### src/rtl/nsz_pkg.sv
// Package: shared opcode type for the nibble-swap / skip-if-zero execute unit.
// Assumes a 2-bit opcode field; the encodings below are decoded by nsz_alu.
package nsz_pkg;

    typedef enum logic [1:0] {
        OP_SWAP  = 2'b00,   // exchange nibbles, write back to memory
        OP_SWAPA = 2'b01,   // exchange nibbles into accumulator
        OP_SKZ   = 2'b10,   // skip next instruction if byte is zero
        OP_MVSKZ = 2'b11    // copy byte to accumulator, skip if zero
    } nsz_op_e;

endpackage

### src/rtl/nsz_regfile.sv
// Module: nsz_regfile
// Register-file data memory with one execute read/write port and one test
// port. Both reads are combinational. Writes happen on the clock edge.
// Assumes the execute write and the test write never happen in the same
// cycle; the top stalls execution while the test port writes.
module nsz_regfile #(
    parameter int DATA_W = 8,
    parameter int DEPTH  = 32,
    localparam int AW    = $clog2(DEPTH)
) (
    input  logic              clk,
    input  logic              rst_n,
    input  logic [AW-1:0]     ex_addr,
    output logic [DATA_W-1:0] ex_rdata,
    input  logic              ex_we,
    input  logic [DATA_W-1:0] ex_wdata,
    input  logic [AW-1:0]     tst_addr,
    input  logic              tst_we,
    input  logic [DATA_W-1:0] tst_wdata,
    output logic [DATA_W-1:0] tst_rdata
);

    logic [DATA_W-1:0] mem [DEPTH];

    // Storage update: the test port wins, but the two never collide.
    always_ff @(posedge clk) begin
        if (tst_we) begin
            mem[tst_addr] <= tst_wdata;
        end else if (ex_we) begin
            mem[ex_addr] <= ex_wdata;
        end
    end

    // Combinational read ports.
    assign ex_rdata  = mem[ex_addr];
    assign tst_rdata = mem[tst_addr];

    AST_ONE_WRITER: assert property (@(posedge clk) disable iff (!rst_n)
        !(ex_we && tst_we));

endmodule

### src/rtl/nsz_fetch.sv
// Module: nsz_fetch
// One-entry prefetch slot. It takes a new instruction when it is empty or
// when its held instruction is consumed in the same cycle, so execution and
// fetch overlap. Assumes the offered instruction holds steady while it waits.
module nsz_fetch #(
    parameter int AW = 5
) (
    input  logic            clk,
    input  logic            rst_n,
    input  logic            in_valid,
    input  logic [1:0]      in_op,
    input  logic [AW-1:0]   in_addr,
    output logic            in_ready,
    input  logic            consume,
    output logic            slot_valid,
    output nsz_pkg::nsz_op_e slot_op,
    output logic [AW-1:0]   slot_addr
);
    import nsz_pkg::*;

    assign in_ready = !slot_valid || consume;

    // Slot fill/drain: load on handshake, clear when consumed with no refill.
    always_ff @(posedge clk) begin
        if (!rst_n) begin
            slot_valid <= 1'b0;
            slot_op    <= OP_SWAP;
            slot_addr  <= '0;
        end else if (in_valid && in_ready) begin
            slot_valid <= 1'b1;
            slot_op    <= nsz_op_e'(in_op);
            slot_addr  <= in_addr;
        end else if (consume) begin
            slot_valid <= 1'b0;
        end
    end

    AST_SLOT_HOLD: assert property (@(posedge clk) disable iff (!rst_n)
        (slot_valid && !consume) |=> (slot_valid && $stable(slot_op) && $stable(slot_addr)));

endmodule

### src/rtl/nsz_alu.sv
// Module: nsz_alu
// Combinational datapath for the four operand instructions. It produces the
// memory write, the accumulator write and the zero-skip request. Assumes the
// caller gates the enables with its execute/squash state.
module nsz_alu #(
    parameter int DATA_W = 8,
    localparam int HALF  = DATA_W / 2
) (
    input  nsz_pkg::nsz_op_e  op,
    input  logic [DATA_W-1:0] operand,
    output logic              mem_we,
    output logic [DATA_W-1:0] mem_wdata,
    output logic              acc_we,
    output logic [DATA_W-1:0] acc_wdata,
    output logic              skip_req
);
    import nsz_pkg::*;

    logic [DATA_W-1:0] swapped;
    logic              is_zero;

    assign swapped = {operand[HALF-1:0], operand[DATA_W-1:HALF]};
    assign is_zero = (operand == '0);

    // Opcode decode into write enables, write data and the skip request.
    always_comb begin
        mem_we    = 1'b0;
        mem_wdata = swapped;
        acc_we    = 1'b0;
        acc_wdata = swapped;
        skip_req  = 1'b0;
        case (op)
            OP_SWAP:  mem_we = 1'b1;
            OP_SWAPA: acc_we = 1'b1;
            OP_SKZ:   skip_req = is_zero;
            OP_MVSKZ: begin
                acc_we    = 1'b1;
                acc_wdata = operand;
                skip_req  = is_zero;
            end
            default:  ;
        endcase
    end

endmodule

### src/rtl/nsz_exec_unit.sv
// Module: nsz_exec_unit (top)
// Execute stage for swap / swap-to-accumulator / skip-if-zero /
// move-and-skip. A held slot executes whenever the test port is idle. A
// taken skip sets a squash flag that turns the next instruction to reach
// execute into a dummy cycle. Assumes a synchronous active-low reset.
// Data memory is never cleared by reset.
module nsz_exec_unit #(
    parameter int DATA_W = 8,
    parameter int DEPTH  = 32,
    parameter int CNT_W  = 16,
    parameter int STAT_W = 8,
    localparam int AW    = $clog2(DEPTH)
) (
    input  logic              clk,
    input  logic              rst_n,
    input  logic              in_valid,
    output logic              in_ready,
    input  logic [1:0]        in_op,
    input  logic [AW-1:0]     in_addr,
    input  logic              tst_we,
    input  logic [AW-1:0]     tst_addr,
    input  logic [DATA_W-1:0] tst_wdata,
    output logic [DATA_W-1:0] tst_rdata,
    output logic [DATA_W-1:0] acc_o,
    output logic [STAT_W-1:0] status_o,
    output logic [CNT_W-1:0]  cyc_cnt_o,
    output logic              retire_o,
    output logic              dummy_o
);
    import nsz_pkg::*;

    logic              slot_valid;
    nsz_op_e           slot_op;
    logic [AW-1:0]     slot_addr;
    logic              consume;
    logic              fire;
    logic              squash_q;
    logic [DATA_W-1:0] operand;
    logic              alu_mem_we;
    logic [DATA_W-1:0] alu_mem_wdata;
    logic              alu_acc_we;
    logic [DATA_W-1:0] alu_acc_wdata;
    logic              alu_skip;
    logic              rf_we;
    logic [DATA_W-1:0] acc_q;
    logic [STAT_W-1:0] status_q;
    logic [CNT_W-1:0]  cnt_q;
    logic              retire_q;
    logic              dummy_q;

    // Slot is consumed when full and the test port is not writing.
    assign consume = slot_valid && !tst_we;
    assign fire    = consume && !squash_q;
    assign rf_we   = fire && alu_mem_we;

    nsz_fetch #(.AW(AW)) u_fetch (
        .clk        (clk),
        .rst_n      (rst_n),
        .in_valid   (in_valid),
        .in_op      (in_op),
        .in_addr    (in_addr),
        .in_ready   (in_ready),
        .consume    (consume),
        .slot_valid (slot_valid),
        .slot_op    (slot_op),
        .slot_addr  (slot_addr)
    );

    nsz_regfile #(.DATA_W(DATA_W), .DEPTH(DEPTH)) u_rf (
        .clk       (clk),
        .rst_n     (rst_n),
        .ex_addr   (slot_addr),
        .ex_rdata  (operand),
        .ex_we     (rf_we),
        .ex_wdata  (alu_mem_wdata),
        .tst_addr  (tst_addr),
        .tst_we    (tst_we),
        .tst_wdata (tst_wdata),
        .tst_rdata (tst_rdata)
    );

    nsz_alu #(.DATA_W(DATA_W)) u_alu (
        .op        (slot_op),
        .operand   (operand),
        .mem_we    (alu_mem_we),
        .mem_wdata (alu_mem_wdata),
        .acc_we    (alu_acc_we),
        .acc_wdata (alu_acc_wdata),
        .skip_req  (alu_skip)
    );

    // Architectural state, squash flag, cycle counter and event pulses.
    always_ff @(posedge clk) begin
        if (!rst_n) begin
            acc_q    <= '0;
            status_q <= '0;
            squash_q <= 1'b0;
            cnt_q    <= '0;
            retire_q <= 1'b0;
            dummy_q  <= 1'b0;
        end else begin
            retire_q <= fire;
            dummy_q  <= consume && squash_q;
            if (consume) begin
                cnt_q    <= cnt_q + 1'b1;
                squash_q <= fire && alu_skip;
            end
            if (fire && alu_acc_we) begin
                acc_q <= alu_acc_wdata;
            end
        end
    end

    assign acc_o     = acc_q;
    assign status_o  = status_q;
    assign cyc_cnt_o = cnt_q;
    assign retire_o  = retire_q;
    assign dummy_o   = dummy_q;

    AST_NO_CHAINED_SQUASH: assert property (@(posedge clk) disable iff (!rst_n)
        dummy_q |=> !dummy_q);
    AST_ACC_HOLD_ON_DUMMY: assert property (@(posedge clk) disable iff (!rst_n)
        dummy_q |-> $stable(acc_q));
    AST_CNT_ONE_STEP: assert property (@(posedge clk) disable iff (!rst_n)
        (retire_q || dummy_q) |-> ((cnt_q - $past(cnt_q)) == CNT_W'(1)));
    AST_PULSE_EXCLUSIVE: assert property (@(posedge clk) disable iff (!rst_n)
        !(retire_q && dummy_q));
    AST_SWAPA_NO_MEMWRITE: assert property (@(posedge clk) disable iff (!rst_n)
        (fire && slot_op == OP_SWAPA) |-> !rf_we);
    AST_SQUASH_NO_MEMWRITE: assert property (@(posedge clk) disable iff (!rst_n)
        (consume && squash_q) |-> !rf_we);

endmodule

### config.mk
export PLATFORM = sky130hd
export DESIGN_NAME = nsz_exec_unit
export DESIGN_NICKNAME = d
export VERILOG_FILES = /design/src/rtl/nsz_pkg.sv /design/src/rtl/nsz_regfile.sv /design/src/rtl/nsz_fetch.sv /design/src/rtl/nsz_alu.sv /design/src/rtl/nsz_exec_unit.sv
export SDC_FILE = /design/constraint.sdc
export NUM_CORES = 1
export LEC_CHECK = 0
export BUFFER_PORTS_ARGS = -buffer_cell sky130_fd_sc_hd__buf_2
export CELL_PAD_IN_SITES_DETAIL_PLACEMENT = 1
export CELL_PAD_IN_SITES_GLOBAL_PLACEMENT = 1
export CORE_ASPECT_RATIO = 0.5
export CORE_UTILIZATION = 55
export CTS_BUF_LIST = sky130_fd_sc_hd__clkbuf_8 sky130_fd_sc_hd__clkbuf_16
export DETAILED_ROUTE_END_ITERATION = 6
export GPL_TIMING_DRIVEN = 0
export PLACE_DENSITY = 0.89
export SETUP_SLACK_MARGIN = 0.15
export SKIP_CTS_REPAIR_TIMING = 1
export SYNTH_ARGS = -nofsm -noshare
export SYNTH_HDL_FRONTEND = slang
export SYNTH_SLANG_ARGS = --single-unit
### constraint.sdc
create_clock -name clk -period 5.2 [get_ports clk]
set_input_delay 0.78 -clock clk [delete_from_list [all_inputs] [get_ports clk]]
set_output_delay 0.78 -clock clk [all_outputs]
set_load 0.02 [all_outputs]
==> results_dict.tcl, run 1 <==
set metrics [dict create \
    p_leak_uw 0.00513 \
    synth_cells 844 \
    cp_slowest_cell "nand2_1" \
    first_global_vias 9298 \
    dr.pass1.iters 7 \
    routed_wl_um 48000 \
    gp_congestion 1.01 \
    cts_inserted_buffers 27 \
    ys.warnings.count 0 \
    synth_ff_type "edfxtp_1" \
    syn_area_um2 13900 \
    ys_seq_area_share_pct 60.9 \
    grt_max_degree 33 \
    crit_chain "clkbuf_1 -> buf_2 -> clkbuf_1 -> nand3b_1 -> o22ai_1 -> a31oi_1 -> nand3_1 -> nand2_1" \
    rows 40 \
    critPathBufInv 3 \
    worst_pin_slew_ns 1.51 \
    cp.arrival_ns 4.53 \
    worstPathRequired_ns 5.14 \
    status "finished with violations" \
    route.detailed.drc 0 \
    power_frac_seq_pct 50.1 \
    crit_path_max_fanout 32 \
    setup_violations 0 \
    clkLatencyLatePin_ns 0.57 \
    crit_type "reg2reg" \
    clkSinkCount 296 \
    ys_types 56 \
    finalMaxSlewViolations 9 \
    rsz0062_at_grt "no" \
    port_buffers 53 \
    critPathMaxStageDelay_ns 0.87 \
    ant_nets 0 \
    coreArea_um2 24400 \
    place_inst 1241 \
    fin_skew_ns 0.0235 \
    avgViaCountPerCell 7.36 \
    clk_pin_slew_ns 0.07 \
    holdWs_ns 0.465 \
    layout-drive-gt1-share_pct 28.0 \
    p_sw_uw 1360 \
    p_comb_share_pct 11.5 \
    slew_headroom_pct -0.924 \
    htree_levels 1 \
    worstSetupStartpointType "flop" \
    seq_area_um2 8490 \
    synth_edf_count 256 \
    nFillCells 2186 \
    syn_to_final_growth_pct 11.6 \
    io_pins 67 \
    grt_usage_pct 37.8 \
    multi_input_area_um2 5090 \
    power_density_nw_per_um2 341 \
    grt_pass1_wl_um 66700 \
    die_width_um 227 \
    min-delay-start "in_op[1]" \
    cts_tree "yes" \
    end_kind "flop" \
    irDropWorstVdd_v 0.000212 \
    crit_top_cell "clkbuf_1" \
    synth_async_sr_flop_share_pct 0 \
    fp.dieH_um 115 \
    overflow 0 \
    max_cap_violations 2 \
    fmax_ghz 0.218 \
    start_util_pct 57.1 \
    clockPowerShare_pct 38.4 \
    cts_buffer_depth 3 \
    antenna_found_initial 4 \
    violations "capacitance limit, slew limit" \
    hp-class "in2reg" \
    dp_hpwl_um 33100 \
    finalCriticalPeriod_ns 4.59 \
    swShare_pct 25.6 \
    die-area_um2 26000 \
    p_int_uw 3950 \
    yosysMostFrequentCell "edfxtp_1" \
    cts_root_buf "clkbuf_16" \
    synth_top_area_share_pct 55.2 \
    ys_top_cells_by_area "edfxtp_1 (55%), mux4_2 (20%), dfxtp_1 (5.7%), mux2i_1 (2.5%), nor2_1 (1.9%)" \
    synth_top_area_cell "edfxtp_1" \
    drt_iter0_drc 1646 \
    wl_per_cell_um 37.1 \
    final_cells 1293 \
    nets 959 \
    num_vias 9512 \
    crit_family "buffers and inverters" \
    ys_ff_latch 296 \
    period_share_pct 88.3 \
    avgSynthCellArea_um2 16.5 \
    post-route-util_pct 63.7 \
    hold_viol_final 0 \
    ys_top_cells_by_count "edfxtp_1 (256), mux4_2 (124), nor2_1 (70), nand2_1 (66), dfxtp_1 (40)" \
]
-- routing by layer --
metal	up-vias	global-route usage [%]	wire length, um
met5	-	0	17
met4	2	12.1	1800
met3	128	15.3	7930
met2	892	53.4	20100
met1	4904	53.8	18100
li1	3586	-	-
-- cell type report --
type,count,area share (%)
plain buffers,62,2.28
repair buffers,54,1.80
clock inverters,18,0.933
flip-flops and latches,296,54.6
well taps,336,2.70
diodes,3,0.0483
multi-input cells,485,32.8
clock buffers,31,4.70
inverters,8,0.193
-- placed cells by master (no fill, tap or decap), types with 4 or more instances in the layout --
cell / netlist / layout
and3_1: 5 / 5
nor2b_1: 11 / 11
mux2_2: 5 / 5
nand2b_1: 6 / 6
nand3_1: 24 / 24
mux2i_1: 35 / 35
inv_1: 8 / 13
xor2_1: 8 / 8
a21oi_1: 13 / 13
edfxtp_1: 256 / 256
mux4_2: 124 / 124
buf_2: 12 / 65
nand4_1: 10 / 10
conb_1: 1 / 8
and2_1: 6 / 6
nor2_1: 70 / 70
o211ai_1: 4 / 4
or3_1: 5 / 5
mux4_1: 8 / 8
clkinv_2: 0 / 5
xnor2_1: 4 / 4
nor3_1: 4 / 4
a22oi_1: 11 / 11
buf_4: 14 / 14
clkbuf_16: 0 / 27
nand2_1: 66 / 66
a31oi_1: 9 / 9
clkbuf_8: 0 / 4
dfxtp_1: 40 / 40
buf_6: 5 / 5
o21ai_0: 7 / 6
clkbuf_1: 28 / 28
-- path summary, 6_finish.rpt --
kind,depth (start not counted),slack (ns),endpoint
setup / recovery,8,0.61,u_rf.mem[16][5]
hold / removal,3,0.47,u_fetch.slot_op[1]
setup reg to reg,8,0.61,u_rf.mem[16][5]
hold reg to reg,2,0.47,acc_o[2]
-- registers in the layout, summed over array words and instances (netlist names), 2 cells and up, named ones only --
| name | cells |
|---|---|
| acc_o | 8 |
| u_rf.mem | 256 |
| u_fetch.slot_op | 2 |
| u_fetch.slot_addr | 5 |
| cyc_cnt_o | 16 |
-- worst reg2reg max path, delay by kind of cell (launching register included) --
| kind | cells | cell delay [ns] |
|---|---|---|
| AO/OA/AOI/OAI | 2 | 0.75 |
| buffers and inverters | 3 | 1.48 |
| AND/OR/NAND/NOR | 3 | 1.38 |
| flip-flops | 1 | 0.33 |
-- power groups by stage --
stage                     Clock, uW  Combinational, uW  Sequential, uW
after global placement            0                559            2710
after detailed placement          0                579            2710
after CTS                      2030                585            2660
after floorplan                   0                355            2700
final                          2040                611            2660
after global routing           2110                621            2660
-- per-stage QoR --
stage	instance area, um^2	TNS, ns	power [uW]	setup WS (ns)
5_1_grt	15500	0	5390	0.710
4_1_cts	15500	0	5280	0.842
2_1_floorplan	14000	0	3060	1.69
6_report	15600	0	5310	0.607
3_5_place_dp	14700	0	3290	0.872
3_3_place_gp	14600	-28.63	3270	-0.896
-- cells by family after synthesis --
group | synth area share [%]
AOI/OAI and AO/OA | 3.49
adders and majority gates | 0.0898
muxes | 24.5
DFF | 60.9
other | 0.0269
xor gates and xnor gates | 0.754
and+or+nand+nor | 7.43
buffers and inverters | 2.76
(Power assumes the default switching activity.)
==> run 2, diff against run 1 <==
--- a/config.mk
+++ b/config.mk
@@ -14,8 +14,8 @@
 export DETAILED_ROUTE_END_ITERATION = 6
 export GPL_TIMING_DRIVEN = 0
 export PLACE_DENSITY = 0.89
+export REMOVE_ABC_BUFFERS = 1
 export SETUP_SLACK_MARGIN = 0.15
-export SKIP_CTS_REPAIR_TIMING = 1
 export SYNTH_ARGS = -nofsm -noshare
 export SYNTH_HDL_FRONTEND = slang
 export SYNTH_SLANG_ARGS = --single-unit
==> run 2 against run 1 <==
The run still ends with capacitance limit, slew limit left; sequential power about the same; clock skew is 0.0090 ns lower; global-route usage down 2.2 points; clock power about the same.
==> results_dict.tcl, run 2 (synthesized netlist as in run 1, its figures left out) <==
set metrics [dict create \
    grt_pass1_wl_um 64400 \
    violations "capacitance limit, slew limit" \
    worstPathRequired_ns 5.37 \
    grt_use_met1_pct 46.3 \
    antenna_found_initial 8 \
    dr.pass1.iters 7 \
    post_cts_buffers 0 \
    cp.arrival_ns 4.48 \
    grt_usage_pct 35.7 \
    place_inst 1189 \
    finalCriticalPeriod_ns 4.31 \
    nets 907 \
    start_util_pct 57.1 \
    finalMaxSlewViolations 9 \
    route.detailed.drc 0 \
    cts_root_buf "clkbuf_16" \
    routed_wl_um 45300 \
    worstSetupStartpointType "flop" \
    setup_violations 0 \
    io_pins 67 \
    fin_skew_ns 0.0145 \
    max_cap_violations 1 \
    cts_buffer_depth 3 \
    clkSinkCount 296 \
    rows 40 \
    grt_max_degree 60 \
    cts_inserted_buffers 27 \
    cts_tree "yes" \
    fp.dieH_um 115 \
    htree_levels 1 \
    p_leak_uw 0.00500 \
    hp-class "reg2reg" \
    drt_iter0_drc 1491 \
    power_density_nw_per_um2 345 \
    num_vias 9390 \
    period_share_pct 82.8 \
    final_cells 1244 \
    grt_busiest_layer "met2" \
    holdWs_ns 0.462 \
    clkLatencyLatePin_ns 0.56 \
    die-area_um2 26000 \
    status "finished with violations" \
    syn_to_final_growth_pct 10.2 \
    rsz0062_at_grt "no" \
    ctsHoldBuffers 0 \
    worst_pin_slew_ns 1.62 \
    cts_resized 0 \
    mostFrequentLayoutCells "edfxtp_1 (256), mux4_2 (124), nor2_1 (70), nand2_1 (65), buf_2 (56)" \
    layout-drive-gt1-share_pct 27.4 \
    dp_hpwl_um 27600 \
    clk_pin_slew_ns 0.07 \
    crit_path_max_fanout 32 \
    final_common_cell "edfxtp_1" \
    largest_reg_flops 256 \
    top_register "u_rf.mem" \
    irDropWorstVdd_v 0.000246 \
    use_met2_pct 54.9 \
    port_buffers 58 \
    overflow 0 \
    crit_type "reg2reg" \
    slew_headroom_pct -8.34 \
    end_kind "flop" \
    wl_per_cell_um 36.4 \
    ant_nets 0 \
    fmax_ghz 0.232 \
    first_global_vias 9208 \
    nFillCells 2139 \
    die_width_um 227 \
    coreArea_um2 24400 \
    post-route-util_pct 62.9 \
    gp_congestion 0.927 \
    met3_usage_pct 14.6 \
    hold_viol_final 0 \
    avgViaCountPerCell 7.55 \
]
[run 2: cell count changes in the layout (fill, tap and decap cells not counted), moves of 2 or more]
| cell | before | now |
|---|---|---|
| clkbuf_1 | 28 | 0 |
| buf_4 | 14 | 3 |
| buf_2 | 65 | 56 |
| buf_6 | 5 | 0 |
| buf_16 | 0 | 4 |
| clkinv_1 | 2 | 6 |
| dfxtp_1 | 40 | 37 |
| diode_2 | 3 | 6 |
| buf_1 | 2 | 0 |
| dfxtp_4 | 0 | 2 |
[run 2: through the flow]
step | setup TNS (ns) | total power [uW] | setup slack [ns] | area, um^2
floorplan | 0 | 3020 | 0.371 | 13600
global placement | -252.17 | 3220 | -3.03 | 14300
detailed placement | 0 | 3250 | 1.16 | 14500
CTS | 0 | 5240 | 1.03 | 15300
global route | 0 | 5360 | 0.833 | 15400
finish | 0 | 5290 | 0.893 | 15400
[run 2: area by class of cell]
class | count | area [um^2] | area share [%]
Antenna cell | 6 | 15.0 | 0.0977
Timing Repair Buffer | 64 | 428 | 2.79
Clock buffer | 32 | 744 | 4.85
Sequential cell | 296 | 8500 | 55.3
Inverter | 8 | 30.0 | 0.195
Tap cell | 336 | 420 | 2.74
Clock inverter | 17 | 126 | 0.822
Multi-Input combinational cell | 485 | 5100 | 33.2
[run 2: path summary, 6_finish.rpt]
check                              start        endpoint  slack (ns)  cells after the start
worst min register to register  acc_o[6]        acc_o[6]        0.46                      2
worst max-delay path                flop  u_rf.mem[0][3]        0.89                      6
worst min-delay path            acc_o[6]        acc_o[6]        0.46                      2
worst max register to register      flop  u_rf.mem[0][3]        0.89                      6
[run 2: per-layer routing]
layer  up-vias  share of wire (%)
met2      1010                 45
met1      4710                 35
met4         2                4.5
met3       190                 16
li1       3478                  -
met5         -              0.029
[run 2: where the power goes]
| part | internal, uW | total, uW | switching (uW) |
|---|---|---|---|
| clock network | 1120 | 2050 | 939 |
| logic | 196 | 555 | 359 |
| registers | 2640 | 2690 | 49.0 |
| total | 3950 | 5290 | 1350 |
[run 2: worst max-delay path, cell delays in order (launching register included)]
cell,delay [ns]
dfxtp_1,1.26
inv_1,0.55
a221o_1,0.45
o211ai_1,0.22
o22a_1,0.39
nand2_1,0.12
nand2_1,0.90
==> run 3, diff against run 2 <==
--- a/config.mk
+++ b/config.mk
@@ -9,11 +9,11 @@
 export CELL_PAD_IN_SITES_DETAIL_PLACEMENT = 1
 export CELL_PAD_IN_SITES_GLOBAL_PLACEMENT = 1
 export CORE_ASPECT_RATIO = 0.5
-export CORE_UTILIZATION = 55
+export CORE_UTILIZATION = 53
 export CTS_BUF_LIST = sky130_fd_sc_hd__clkbuf_8 sky130_fd_sc_hd__clkbuf_16
 export DETAILED_ROUTE_END_ITERATION = 6
 export GPL_TIMING_DRIVEN = 0
-export PLACE_DENSITY = 0.89
+export PLACE_DENSITY = 0.86
 export REMOVE_ABC_BUFFERS = 1
 export SETUP_SLACK_MARGIN = 0.15
 export SYNTH_ARGS = -nofsm -noshare
==> constraint.sdc (replaced) <==
create_clock -name clk -period 4.1 [get_ports clk]
set_input_delay 0.615 -clock clk [delete_from_list [all_inputs] [get_ports clk]]
set_output_delay 0.615 -clock clk [all_outputs]
set_load 0.02 [all_outputs]
==> run 3 against run 2 <==
The flow now finishes without violations; first-iteration DRC count is 15% lower; clock-buffer cell count is 2 higher; die area is 3.7% higher; sequential power is 26% higher; clock power is 26% higher; total power is 26% higher; sequential cell count stayed put; critical path type unchanged; critical endpoint is now u_rf.mem[12][3].
==> results_dict.tcl, run 3 (synthesized netlist as in run 1, its figures left out) <==
set metrics [dict create \
    cts_buffer_depth 3 \
    place_inst 1197 \
    nets 909 \
    end_kind "flop" \
    clk_pin_slew_ns 0.07 \
    seq_area_um2 8500 \
    status "finished, final reports clean" \
    num_vias 8962 \
    fmax_ghz 0.254 \
    ctsHoldBuffers 0 \
    ant_nets 0 \
    antenna_found_initial 1 \
    crit_path_max_fanout 32 \
    drt_iter0_drc 1268 \
    rows 41 \
    post-route-util_pct 60.4 \
    syn_to_final_growth_pct 10.6 \
    cts_tree "yes" \
    final_common_cell "edfxtp_1" \
    max_cap_violations 0 \
    crit_type "reg2reg" \
    min-delay-start "in_valid" \
    cp.arrival_ns 3.93 \
    dp_hpwl_um 27200 \
    fin_skew_ns 0.0160 \
    coreArea_um2 25500 \
    worstPathRequired_ns 4.10 \
    mostFrequentLayoutCells "edfxtp_1 (256), mux4_2 (124), nor2_1 (70), nand2_1 (65), buf_2 (56)" \
    top_register "u_rf.mem" \
    start_util_pct 54.7 \
    overflow 0 \
    cts_root_buf "clkbuf_16" \
    slew_headroom_pct 16.3 \
    antenna_cells 0 \
    final_cells 1250 \
    grt_pass1_wl_um 60600 \
    multi_input_area_um2 5120 \
    port_buffers 58 \
    layout-drive-gt1-share_pct 28.4 \
    post_cts_buffers 0 \
    worst_pin_slew_ns 1.25 \
    wl_per_cell_um 33.7 \
    clkLatencyLatePin_ns 0.57 \
    p_leak_uw 0.00503 \
    finalMaxSlewViolations 0 \
    routed_wl_um 42200 \
    cts_inserted_buffers 28 \
    hp-class "in2reg" \
    setup_violations 0 \
    dr.pass1.iters 5 \
    fp.dieH_um 117 \
    nFillCells 2287 \
    period_share_pct 95.9 \
    avgViaCountPerCell 7.17 \
    grt_usage_pct 31.9 \
    io_pins 67 \
    power_density_nw_per_um2 433 \
    gp_congestion 0.913 \
    htree_levels 1 \
    hold_viol_final 0 \
    clkSinkCount 296 \
    largest_reg_flops 256 \
    grt_max_degree 57 \
    die_width_um 231 \
    rsz0062_at_grt "no" \
    die-area_um2 27000 \
    worstSetupStartpointType "flop" \
    route.detailed.drc 0 \
    finalCriticalPeriod_ns 3.93 \
    first_global_vias 8773 \
    irDropWorstVdd_v 0.000263 \
    power_uw 6680 \
]
==> run 3: metrics by stage <==
step	cell area, um^2	hold slack (ns)	TNS [ns]	setup slack [ns]
2_1_floorplan	13600	0.485	-32.30	-0.729
3_3_place_gp	14300	0.449	-700.48	-4.18
3_5_place_dp	14500	0.464	0	0.137
4_1_cts	15400	0.316	0	0.356
5_1_grt	15400	0.337	0	0.165
6_report	15400	0.319	0	0.167
==> run 3: path summary, 6_finish.rpt <==
check,to,slack (ns),depth (start not counted)
min,u_fetch.slot_valid,0.32,3
max,u_rf.mem[12][3],0.17,6
max reg2reg,u_rf.mem[12][3],0.17,6
min reg2reg,acc_o[6],0.47,2
==> run 3: layer usage <==
layer	track usage [%]	wire length, um	share of wire, %
met4	8.57	1370	3.2
met1	43.3	15700	37
met3	10.5	5700	14
met5	0	7	0.017
met2	50.2	19400	46
==> run 3: area by class of cell <==
type / instances / share of cell area [%]
clock buffer: 34 / 5.16
clock inverter: 18 / 0.690
inverter: 8 / 0.195
multi-input combinational: 485 / 33.2
sequential: 296 / 55.1
tap: 344 / 2.79
timing repair buffer: 65 / 2.83
==> run 3: timing repair <==
item | 4_1_cts | 5_1_grt
resized for setup | 2 | 1
pin swaps | 0 | 0
setup endpoints to repair | 63 | 5
==> run 3: critical path: stages, from the launching register on <==
cell and delay [ns]:
dfxtp_1 1.09, nor2_1 0.37, a22oi_1 0.52, nand3_1 0.18, o22a_1 0.33, nand2_1 0.12, nand2_1 0.72
==> run 3: power breakdown <==
| part | leakage, uW | internal, uW | total (uW) | switching (uW) |
|---|---|---|---|---|
| registers | 0.00264 | 3340 | 3400 | 56.0 |
| clock network | 0.000469 | 1430 | 2590 | 1160 |
| logic | 0.00192 | 249 | 686 | 437 |
| total | 0.00503 | 5030 | 6680 | 1650 |
